`src/rtl/bscan_pkg.sv`:
```
// Package: shared constants and helpers for the boundary-scan pin register.
// Assumes every pin contributes exactly three cells in a fixed role order.
package bscan_pkg;

    localparam int CELLS_PER_PIN = 3;

    // Role of a cell inside one pin; the value is its offset in the chain.
    typedef enum logic [1:0] {
        ROLE_IN  = 2'd0,
        ROLE_OUT = 2'd1,
        ROLE_CTL = 2'd2
    } cell_role_e;

    // Chain index of a given cell role of a given pin (index 0 next to scan_out).
    function automatic int cell_index(input int pin, input cell_role_e role);
        return pin * CELLS_PER_PIN + int'(role);
    endfunction

endpackage

```
`src/rtl/bscan_strobe_gate.sv`:
```
// Module: qualifies the controller strobes with the decoded instruction.
// Assumes the strobes and mode flags are already synchronous to clk.
module bscan_strobe_gate (
    input  logic capture_en,
    input  logic shift_en,
    input  logic update_en,
    input  logic extest_mode,
    input  logic sample_mode,
    output logic cap_g,
    output logic shf_g,
    output logic upd_g,
    output logic drive_sel
);

    logic reg_sel;

    // Gate every strobe with "this register is the selected data register".
    always_comb begin
        reg_sel   = extest_mode | sample_mode;
        cap_g     = capture_en & reg_sel;
        shf_g     = shift_en & reg_sel & ~capture_en;
        upd_g     = update_en & reg_sel;
        drive_sel = extest_mode;
    end

endmodule

```
`src/rtl/bscan_cell.sv`:
```
// Module: one boundary-scan cell with a capture/shift stage and an update stage.
// Assumes capture and shift are never both active (capture wins if they are).
module bscan_cell (
    input  logic clk,
    input  logic rst_n,
    input  logic cap,
    input  logic shf,
    input  logic upd,
    input  logic par_in,
    input  logic ser_in,
    output logic ser_out,
    output logic upd_q
);

    logic sh_q;

    // Capture/shift stage: parallel load on capture, serial move on shift.
    always_ff @(posedge clk) begin
        if (!rst_n)
            sh_q <= 1'b0;
        else if (cap)
            sh_q <= par_in;
        else if (shf)
            sh_q <= ser_in;
    end

    // Update stage: copies the shift stage only on the update strobe.
    always_ff @(posedge clk) begin
        if (!rst_n)
            upd_q <= 1'b0;
        else if (upd)
            upd_q <= sh_q;
    end

    assign ser_out = sh_q;

endmodule

```
`src/rtl/bscan_pin.sv`:
```
// Module: the three cells of one pin plus the pad drive multiplexer.
// Assumes ser_in comes from the next pin (toward scan_in) and ser_out
// feeds the previous pin (toward scan_out).
module bscan_pin
    import bscan_pkg::*;
(
    input  logic                     clk,
    input  logic                     rst_n,
    input  logic                     cap,
    input  logic                     shf,
    input  logic                     upd,
    input  logic                     drive_sel,
    input  logic                     ser_in,
    output logic                     ser_out,
    input  logic                     core_out,
    input  logic                     core_oe,
    input  logic                     pad_in,
    output logic                     core_in,
    output logic                     pad_out,
    output logic                     pad_oe,
    output logic [CELLS_PER_PIN-1:0] sh_vec
);

    logic [CELLS_PER_PIN-1:0] par_vec;
    logic [CELLS_PER_PIN-1:0] upd_vec;

    // Parallel sources in role order.
    always_comb begin
        par_vec[ROLE_IN]  = pad_in;
        par_vec[ROLE_OUT] = core_out;
        par_vec[ROLE_CTL] = core_oe;
    end

    for (genvar c = 0; c < CELLS_PER_PIN; c++) begin : g_cell
        logic link_in;
        if (c == CELLS_PER_PIN - 1) begin : g_top
            assign link_in = ser_in;
        end else begin : g_mid
            assign link_in = sh_vec[c+1];
        end
        bscan_cell u_cell (
            .clk     (clk),
            .rst_n   (rst_n),
            .cap     (cap),
            .shf     (shf),
            .upd     (upd),
            .par_in  (par_vec[c]),
            .ser_in  (link_in),
            .ser_out (sh_vec[c]),
            .upd_q   (upd_vec[c])
        );
    end

    // Pad drive: update stages under external test, core otherwise.
    always_comb begin
        pad_out = drive_sel ? upd_vec[ROLE_OUT] : core_out;
        pad_oe  = drive_sel ? upd_vec[ROLE_CTL] : core_oe;
        core_in = pad_in;
    end

    assign ser_out = sh_vec[ROLE_IN];

endmodule

```
`src/rtl/bscan_io_chain.sv`:
```
// Module: boundary-scan register for NUM_PINS pins, three cells per pin,
// chained from scan_in (last pin's control cell) to scan_out (pin 0 input cell).
// Assumes the strobes and mode flags come from a TAP controller on clk.
module bscan_io_chain
    import bscan_pkg::*;
#(
    parameter int NUM_PINS = 4
) (
    input  logic                clk,
    input  logic                rst_n,
    input  logic                scan_in,
    output logic                scan_out,
    input  logic                capture_en,
    input  logic                shift_en,
    input  logic                update_en,
    input  logic                extest_mode,
    input  logic                sample_mode,
    input  logic [NUM_PINS-1:0] core_out,
    input  logic [NUM_PINS-1:0] core_oe,
    output logic [NUM_PINS-1:0] core_in,
    input  logic [NUM_PINS-1:0] pad_in,
    output logic [NUM_PINS-1:0] pad_out,
    output logic [NUM_PINS-1:0] pad_oe
);

    localparam int CHAIN_LEN = NUM_PINS * CELLS_PER_PIN;

    logic                 cap_g;
    logic                 shf_g;
    logic                 upd_g;
    logic                 drive_sel;
    logic [NUM_PINS-1:0]  pin_ser_out;
    logic [CHAIN_LEN-1:0] chain_q;

    bscan_strobe_gate u_gate (
        .capture_en  (capture_en),
        .shift_en    (shift_en),
        .update_en   (update_en),
        .extest_mode (extest_mode),
        .sample_mode (sample_mode),
        .cap_g       (cap_g),
        .shf_g       (shf_g),
        .upd_g       (upd_g),
        .drive_sel   (drive_sel)
    );

    for (genvar p = 0; p < NUM_PINS; p++) begin : g_pin
        logic pin_link;
        if (p == NUM_PINS - 1) begin : g_last
            assign pin_link = scan_in;
        end else begin : g_inner
            assign pin_link = pin_ser_out[p+1];
        end
        bscan_pin u_pin (
            .clk       (clk),
            .rst_n     (rst_n),
            .cap       (cap_g),
            .shf       (shf_g),
            .upd       (upd_g),
            .drive_sel (drive_sel),
            .ser_in    (pin_link),
            .ser_out   (pin_ser_out[p]),
            .core_out  (core_out[p]),
            .core_oe   (core_oe[p]),
            .pad_in    (pad_in[p]),
            .core_in   (core_in[p]),
            .pad_out   (pad_out[p]),
            .pad_oe    (pad_oe[p]),
            .sh_vec    (chain_q[p*CELLS_PER_PIN +: CELLS_PER_PIN])
        );
    end

    assign scan_out = pin_ser_out[0];

endmodule

```
`config.mk`:
```
export PLATFORM = sky130hd
export DESIGN_NAME = bscan_io_chain
export DESIGN_NICKNAME = d
export VERILOG_FILES = /design/src/rtl/bscan_pkg.sv /design/src/rtl/bscan_strobe_gate.sv /design/src/rtl/bscan_cell.sv /design/src/rtl/bscan_pin.sv /design/src/rtl/bscan_io_chain.sv
export SDC_FILE = /design/constraint.sdc
export NUM_CORES = 1
export LEC_CHECK = 0
export ABC_AREA = 1
export BUFFER_PORTS_ARGS = -buffer_cell sky130_fd_sc_hd__buf_2
export CAP_MARGIN = 15
export CORE_UTILIZATION = 30
export DETAILED_ROUTE_END_ITERATION = 10
export PLACE_DENSITY = 0.5
export SLEW_MARGIN = 20
export SYNTH_ARGS = -nofsm -noshare
export SYNTH_HDL_FRONTEND = slang
export SYNTH_SLANG_ARGS = --single-unit
```
`constraint.sdc`:
```
create_clock -name clk -period 0.9 [get_ports clk]
set_input_delay 0.09 -clock clk [delete_from_list [all_inputs] [get_ports clk]]
set_output_delay 0.09 -clock clk [all_outputs]
set_load 0.01 [all_outputs]
```
==> impl_metrics.tcl, run 1 <==
set metrics [dict create \
    grt-ovfl-total 0 \
    dp_slack_ns -0.0991 \
    crit_path_start_kind "register" \
    cpPeakStageDelay_ns 0.33 \
    vias 1081 \
    place_congestion 0.767 \
    rrSetupSlack_ns 0.17 \
    die_h_um 62.9 \
    syn-num-nets 191 \
    finalNetCount 223 \
    holdPathStages 5 \
    power_mw 2.10 \
    nFillCells 402 \
    setup_slack_ns -0.0341 \
    syn2layout_area_growth_pct 23.2 \
    wl_mm 2.64 \
    powerDensity_nw_per_um2 1540 \
    drt-vias-per-instance 4.36 \
    cts_buffer_depth 2 \
    grt_usage_pct 14.3 \
    worstMarginPinSlew_ns 0.272 \
    cts_hold_buf 0 \
    cpMaxStageDelayCell "dfxtp_2" \
    finClkSkew_ns 0.00499 \
    cts_buffers 3 \
    cts_sinks 20 \
    ys_warn_count 0 \
    finalSetupViolCount 5 \
    ys_ff_latch 20 \
    synth_cell_types 19 \
    hold_viol_final 0 \
    worst-path-max-fanout 2 \
    drt_iter0_drc 32 \
    htree_levels 1 \
    rsz0062_at_grt "yes" \
    die_w_um 62.9 \
    place_hpwl_mm 2.06 \
    postRouteAntennaNets 0 \
    cp-end-kind "output port" \
    clk_latency_ns 0.26 \
    portBuffers 32 \
    fp-row-count 21 \
    grt_pass1_wl_mm 4.42 \
    cp.arrival_ns 0.84 \
    wl_per_cell_um 10.6 \
    syn_area_per_cell_um2 6.50 \
    ios 33 \
    path_clk_slew_ns 0.08 \
    max_freq_ghz 1.07 \
    syn_area_um2 1110 \
    report.final.slew_viol_count 0 \
    grt_max_degree 14 \
    reg2regPathDepth 4 \
    final_layout_size_suffix_gt1_share_pct 31.2 \
    die_area_um2 3950 \
    drc 0 \
    synthesis.instances 171 \
    clockRootBuffer "clkbuf_8" \
    period_minus_slack_ns 0.934 \
    antenna_found_initial 0 \
    hold_path.class "in2reg" \
    cts_tree "built" \
    start_util_pct 32.3 \
    cp_cell_sequence "nand2_1 > o21ai_1 > buf_2" \
    post-route-period-util_pct 104 \
    first_global_vias 964 \
    max-vdd-ir-drop_mv 0.574 \
    relSlewSlack_pct 81.8 \
    drv_cap 0 \
    failed_checks "negative setup slack" \
    p_leak_nw 0.706 \
    placeableCoreArea_um2 3440 \
    first_pass_iters 3 \
    criticalPathCategory "reg2out" \
    final_cell_mix "41 x nand2_1, 32 x buf_2, 26 x nor2_1" \
    antenna_cells 0 \
    yosysSeqAreaShare_pct 36.0 \
    crit_required_ns 0.81 \
    outcome "complete, but fails checks" \
    final_common_cell "nand2_1" \
]
[flip-flops by register name, indices dropped and copies added, names as in the netlist]
| signal | cells |
|---|---|
| g_pin.u_pin.g_cell.u_cell.upd_q | 8 |
| g_pin.u_pin.g_cell.u_cell.ser_out | 12 |
[path summary, 6_finish.rpt]
check	start	endpoint
max	g_pin[3].u_pin.g_cell[2].u_cell.upd_q	pad_oe[3]
min	pad_in[2]	g_pin[2].u_pin.g_cell[0].u_cell.ser_out
max reg2reg	g_pin[0].u_pin.g_cell[1].u_cell.ser_out	g_pin[0].u_pin.g_cell[0].u_cell.ser_out
min reg2reg	g_pin[0].u_pin.g_cell[2].u_cell.ser_out	g_pin[0].u_pin.g_cell[2].u_cell.upd_q
[synthesized netlist by cell type (all sizes together)]
master | instances | share of area, %
nand2 | 43 | 15
clkinv | 1 | 0.34
nand3 | 12 | 5.4
a21oi | 9 | 5.1
o21ai | 14 | 6.3
buf | 15 | 9.7
dfxtp | 20 | 36
nand4 | 7 | 3.9
nor2 | 27 | 9.8
clkbuf | 2 | 0.68
inv | 21 | 7.3
[where the power goes]
part | internal (mW) | total (mW) | leakage, nW | switching, mW
sequential | 0.952 | 0.984 | 0.168 | 0.0318
combinational | 0.180 | 0.425 | 0.509 | 0.245
clock | 0.390 | 0.694 | 0.0288 | 0.304
total | 1.52 | 2.10 | 0.706 | 0.581
[kinds of logic (layout without fill, tap and decap cells)]
kind of cell,after synthesis,after routing,synth area share [%]
AND/OR/NAND/NOR,89,89,34.6
buffers and inverters,39,70,18.0
AO/OA/AOI/OAI,23,23,11.4
flip-flops,20,20,36.0
[critical path, delay by kind of cell, from the launching register on]
kind,cells,cell delay (ns)
flip-flops,1,0.33
buffers and inverters,1,0.14
AO/OA/AOI/OAI,1,0.07
AND/OR/NAND/NOR,1,0.04
[stage by stage]
stage	TNS [ns]	instance area [um^2]	hold WS (ns)	std cells	util [%]
after floorplan	0	1110	0.228	171	-
after global placement	-0.430	1300	0.379	243	37.7
after detailed placement	-0.774	1300	0.380	243	37.7
after CTS	-0.172	1360	0.138	247	39.5
after global routing	-0.573	1370	0.172	248	39.8
final	-0.118	1370	0.143	248	39.8
[repair_timing]
item                                    in CTS  in global routing
gates cloned                                 0                  0
endpoints found under the setup margin       7                  8
resized for setup                            9                  3
hold endpoints to repair                     0                  0
pin swaps                                    1                  2
setup buffers                                0                  1
[metal layers]
metal / vias to the layer above / wire [um] / part of all wire [%] / GRT usage [%]
li1: 587 / - / - / -
met4: 0 / 13 / 0.49 / 3.49
met1: 467 / 1290 / 49 / 18.1
met5: - / 0 / 0 / 0
met3: 2 / 136 / 5.2 / 4.56
met2: 25 / 1200 / 46 / 23.4
[final cells by class]
type,count,area (um^2),share of cell area [%]
clock buffer,4,55.1,4.02
sequential,20,410,30.0
tap,46,57.6,4.20
inverter,22,85.1,6.22
multi-input combinational,112,510,37.3
timing repair buffer,44,250,18.3
Power figures use the tool's default switching activity.
==> run 2, diff against run 1 <==
--- a/config.mk
+++ b/config.mk
@@ -5,10 +5,10 @@
 export SDC_FILE = /design/constraint.sdc
 export NUM_CORES = 1
 export LEC_CHECK = 0
-export ABC_AREA = 1
 export BUFFER_PORTS_ARGS = -buffer_cell sky130_fd_sc_hd__buf_2
 export CAP_MARGIN = 15
 export CORE_UTILIZATION = 30
+export CTS_BUF_LIST = sky130_fd_sc_hd__clkbuf_4 sky130_fd_sc_hd__clkbuf_8
 export DETAILED_ROUTE_END_ITERATION = 10
 export PLACE_DENSITY = 0.5
 export SLEW_MARGIN = 20
==> impl_metrics.tcl, run 2 <==
set metrics [dict create \
    die_w_um 62.5 \
    htree_levels 1 \
    yosysSeqAreaShare_pct 36.5 \
    criticalPathCategory "reg2out" \
    postRouteAntennaNets 0 \
    ys.flop_type "dfxtp_1" \
    pwr-share-clk_pct 23.3 \
    p_leak_nw 0.679 \
    syn2layout_area_growth_pct 30.4 \
    hold_start "pad_in[0]" \
    max-vdd-ir-drop_mv 0.636 \
    rsz0062_at_grt "yes" \
    hold_path.class "in2reg" \
    post-route-period-util_pct 123 \
    synth_cell_types 29 \
    place_hpwl_mm 1.97 \
    setup_slack_ns -0.205 \
    portBuffers 32 \
    antenna_found_initial 0 \
    drt-vias-per-instance 4.78 \
    first_global_vias 926 \
    ys_ff_latch 20 \
    ios 33 \
    seqPwrFrac_pct 51.9 \
    fp-row-count 21 \
    nFillCells 359 \
    synth_area_leaders "dfxtp_1 36%, buf_4 9.6%, mux2i_1 8.2%, mux2_2 6.2%, nand2_1 3.4%" \
    syn_area_um2 1100 \
    regArea_um2 410 \
    finalSetupViolCount 8 \
    die_area_um2 3900 \
    drt_iter0_drc 25 \
    period_minus_slack_ns 1.10 \
    final_layout_size_suffix_gt1_share_pct 47.7 \
    report.final.slew_viol_count 0 \
    dp_slack_ns -0.139 \
    antenna_cells 0 \
    synth_commonest_cells "20 x dfxtp_1, 14 x buf_4, 10 x nand2_1" \
    cts_sinks 20 \
    worstMarginPinSlew_ns 0.346 \
    final_common_cell "buf_2" \
    intPower_mw 1.36 \
    reg2regPathDepth 3 \
    drv_cap 0 \
    placeableCoreArea_um2 3420 \
    place_congestion 0.800 \
    grt_usage_pct 14.2 \
    failed_checks "negative setup slack" \
    r2r-end "g_pin[1].u_pin.g_cell[1].u_cell.ser_out" \
    relSlewSlack_pct 76.8 \
    timing.rr.start "g_pin[1].u_pin.g_cell[2].u_cell.ser_out" \
    start_util_pct 32.1 \
    outcome "complete, but fails checks" \
    hold_viol_final 0 \
    powerDensity_nw_per_um2 1310 \
    sw_frac_of_total_pct 27.9 \
    cts_buffers 3 \
    fin_setup_tns_ns -1.38 \
    clk_latency_ns 0.30 \
    cts_buffer_depth 2 \
    vias 951 \
    syn_area_per_cell_um2 9.22 \
    cts_hold_buf 0 \
    first_pass_iters 2 \
    cp-end-kind "output port" \
    multi_input_area_um2 588 \
    finalNetCount 175 \
    switchingPower_mw 0.523 \
    crit_required_ns 0.81 \
    grt_pass1_wl_mm 4.40 \
    finalNonFillerCells 199 \
    final_core_util_pct 41.9 \
    cts_tree "built" \
    yosys.cell_count.top_type "dfxtp_1" \
    worst-path-max-fanout 2 \
    finClkSkew_ns 0.000569 \
    placed_area_um2 1330 \
    syn-num-nets 139 \
    whs_endpoint "g_pin[0].u_pin.g_cell[0].u_cell.ser_out" \
    dp_cells 195 \
    grt-ovfl-total 0 \
    synth_top_cell_by_area "dfxtp_1" \
    rrSetupSlack_ns 0.08 \
    clockRootBuffer "clkbuf_4" \
    crit_path_start_kind "register" \
    final_cell_mix "26 x buf_2, 17 x buf_4, 12 x dfxtp_1" \
    hold_slack_ns 0.0256 \
    drc 0 \
    synthesis.instances 119 \
    cp.arrival_ns 1.01 \
    wl_mm 2.64 \
    die_h_um 62.5 \
    ys_warn_count 0 \
    largest_reg_flops 12 \
    wl_per_cell_um 13.3 \
    power_mw 1.88 \
    netlist.area_leader.share_pct 36.5 \
    max_freq_ghz 0.905 \
    synth_edf_count 0 \
    ys_async_sr_fraction_pct 0 \
    p_comb_share_pct 24.8 \
    design_area_um2 1430 \
    grt_max_degree 12 \
    holdPathStages 2 \
    path_clk_slew_ns 0.11 \
]
==> run 2: cell types whose count changed after synthesis, moves of 6 or more <==
| cell | before | now |
|---|---|---|
| o21ai_0 | 13 | 7 |
| mux2_2 | 0 | 6 |
| mux2i_1 | 0 | 9 |
| nor2_1 | 26 | 1 |
| nand2b_1 | 0 | 6 |
| nand3_1 | 12 | 5 |
| inv_1 | 18 | 2 |
| nand4_1 | 7 | 0 |
| nand2_1 | 41 | 10 |
==> run 2: worst max path at each step <==
| stage | start | to | cells past startpoint |
|---|---|---|---|
| floorplan | extest_mode | pad_oe[0] | 4 |
| global placement | extest_mode | g_pin[0].u_pin.g_cell[0].u_cell.ser_out | 4 |
| detailed placement | extest_mode | g_pin[1].u_pin.g_cell[0].u_cell.ser_out | 4 |
| CTS | g_pin[0].u_pin.g_cell[1].u_cell.upd_q | pad_out[0] | 2 |
| global route | g_pin[1].u_pin.g_cell[2].u_cell.upd_q | pad_oe[1] | 2 |
| finish | g_pin[1].u_pin.g_cell[2].u_cell.upd_q | pad_oe[1] | 2 |
==> run 2: repair_timing <==
| item | 4_1_cts | 5_1_grt |
|---|---|---|
| buffers inserted | 0 | 1 |
| gates cloned | 0 | 0 |
| resized for setup | 19 | 3 |
| setup endpoints to repair | 8 | 8 |
==> run 2: kinds of logic (layout without fill, tap and decap cells) <==
kind of cell / count (synthesis) / in the layout / share of synthesized area [%]
compound gates: 32 / 32 / 21.6
mux: 15 / 15 / 14.4
buf+inv: 21 / 55 / 12.4
flops: 20 / 20 / 36.5
simple gates: 31 / 31 / 15.2
==> run 2: worst max-delay path: stages, from the launching register on <==
cell     delay, ns
dfxtp_2       0.34
mux2_4        0.26
buf_6         0.12
==> run 2: cell type report <==
type	count	area share [%]
multi-input cells	78	41.1
inverters	2	0.524
clock buffers	3	1.57
repair buffers	50	24.1
well taps	46	4.02
flip-flops and latches	20	28.7
==> run 2: metal layers <==
layer	wire length, um	track usage, %
met2	1130	21.5
met1	1360	20.0
met4	25	5.23
met3	129	2.55
met5	0	0
==> run 2: power groups by stage <==
stage,clock network [mW],logic (mW),registers [mW]
2_1_floorplan,0,0.283,0.985
3_3_place_gp,0,0.419,0.991
5_1_grt,0.495,0.506,0.982
6_report,0.437,0.466,0.975
4_1_cts,0.454,0.458,0.974
3_5_place_dp,0,0.421,0.992
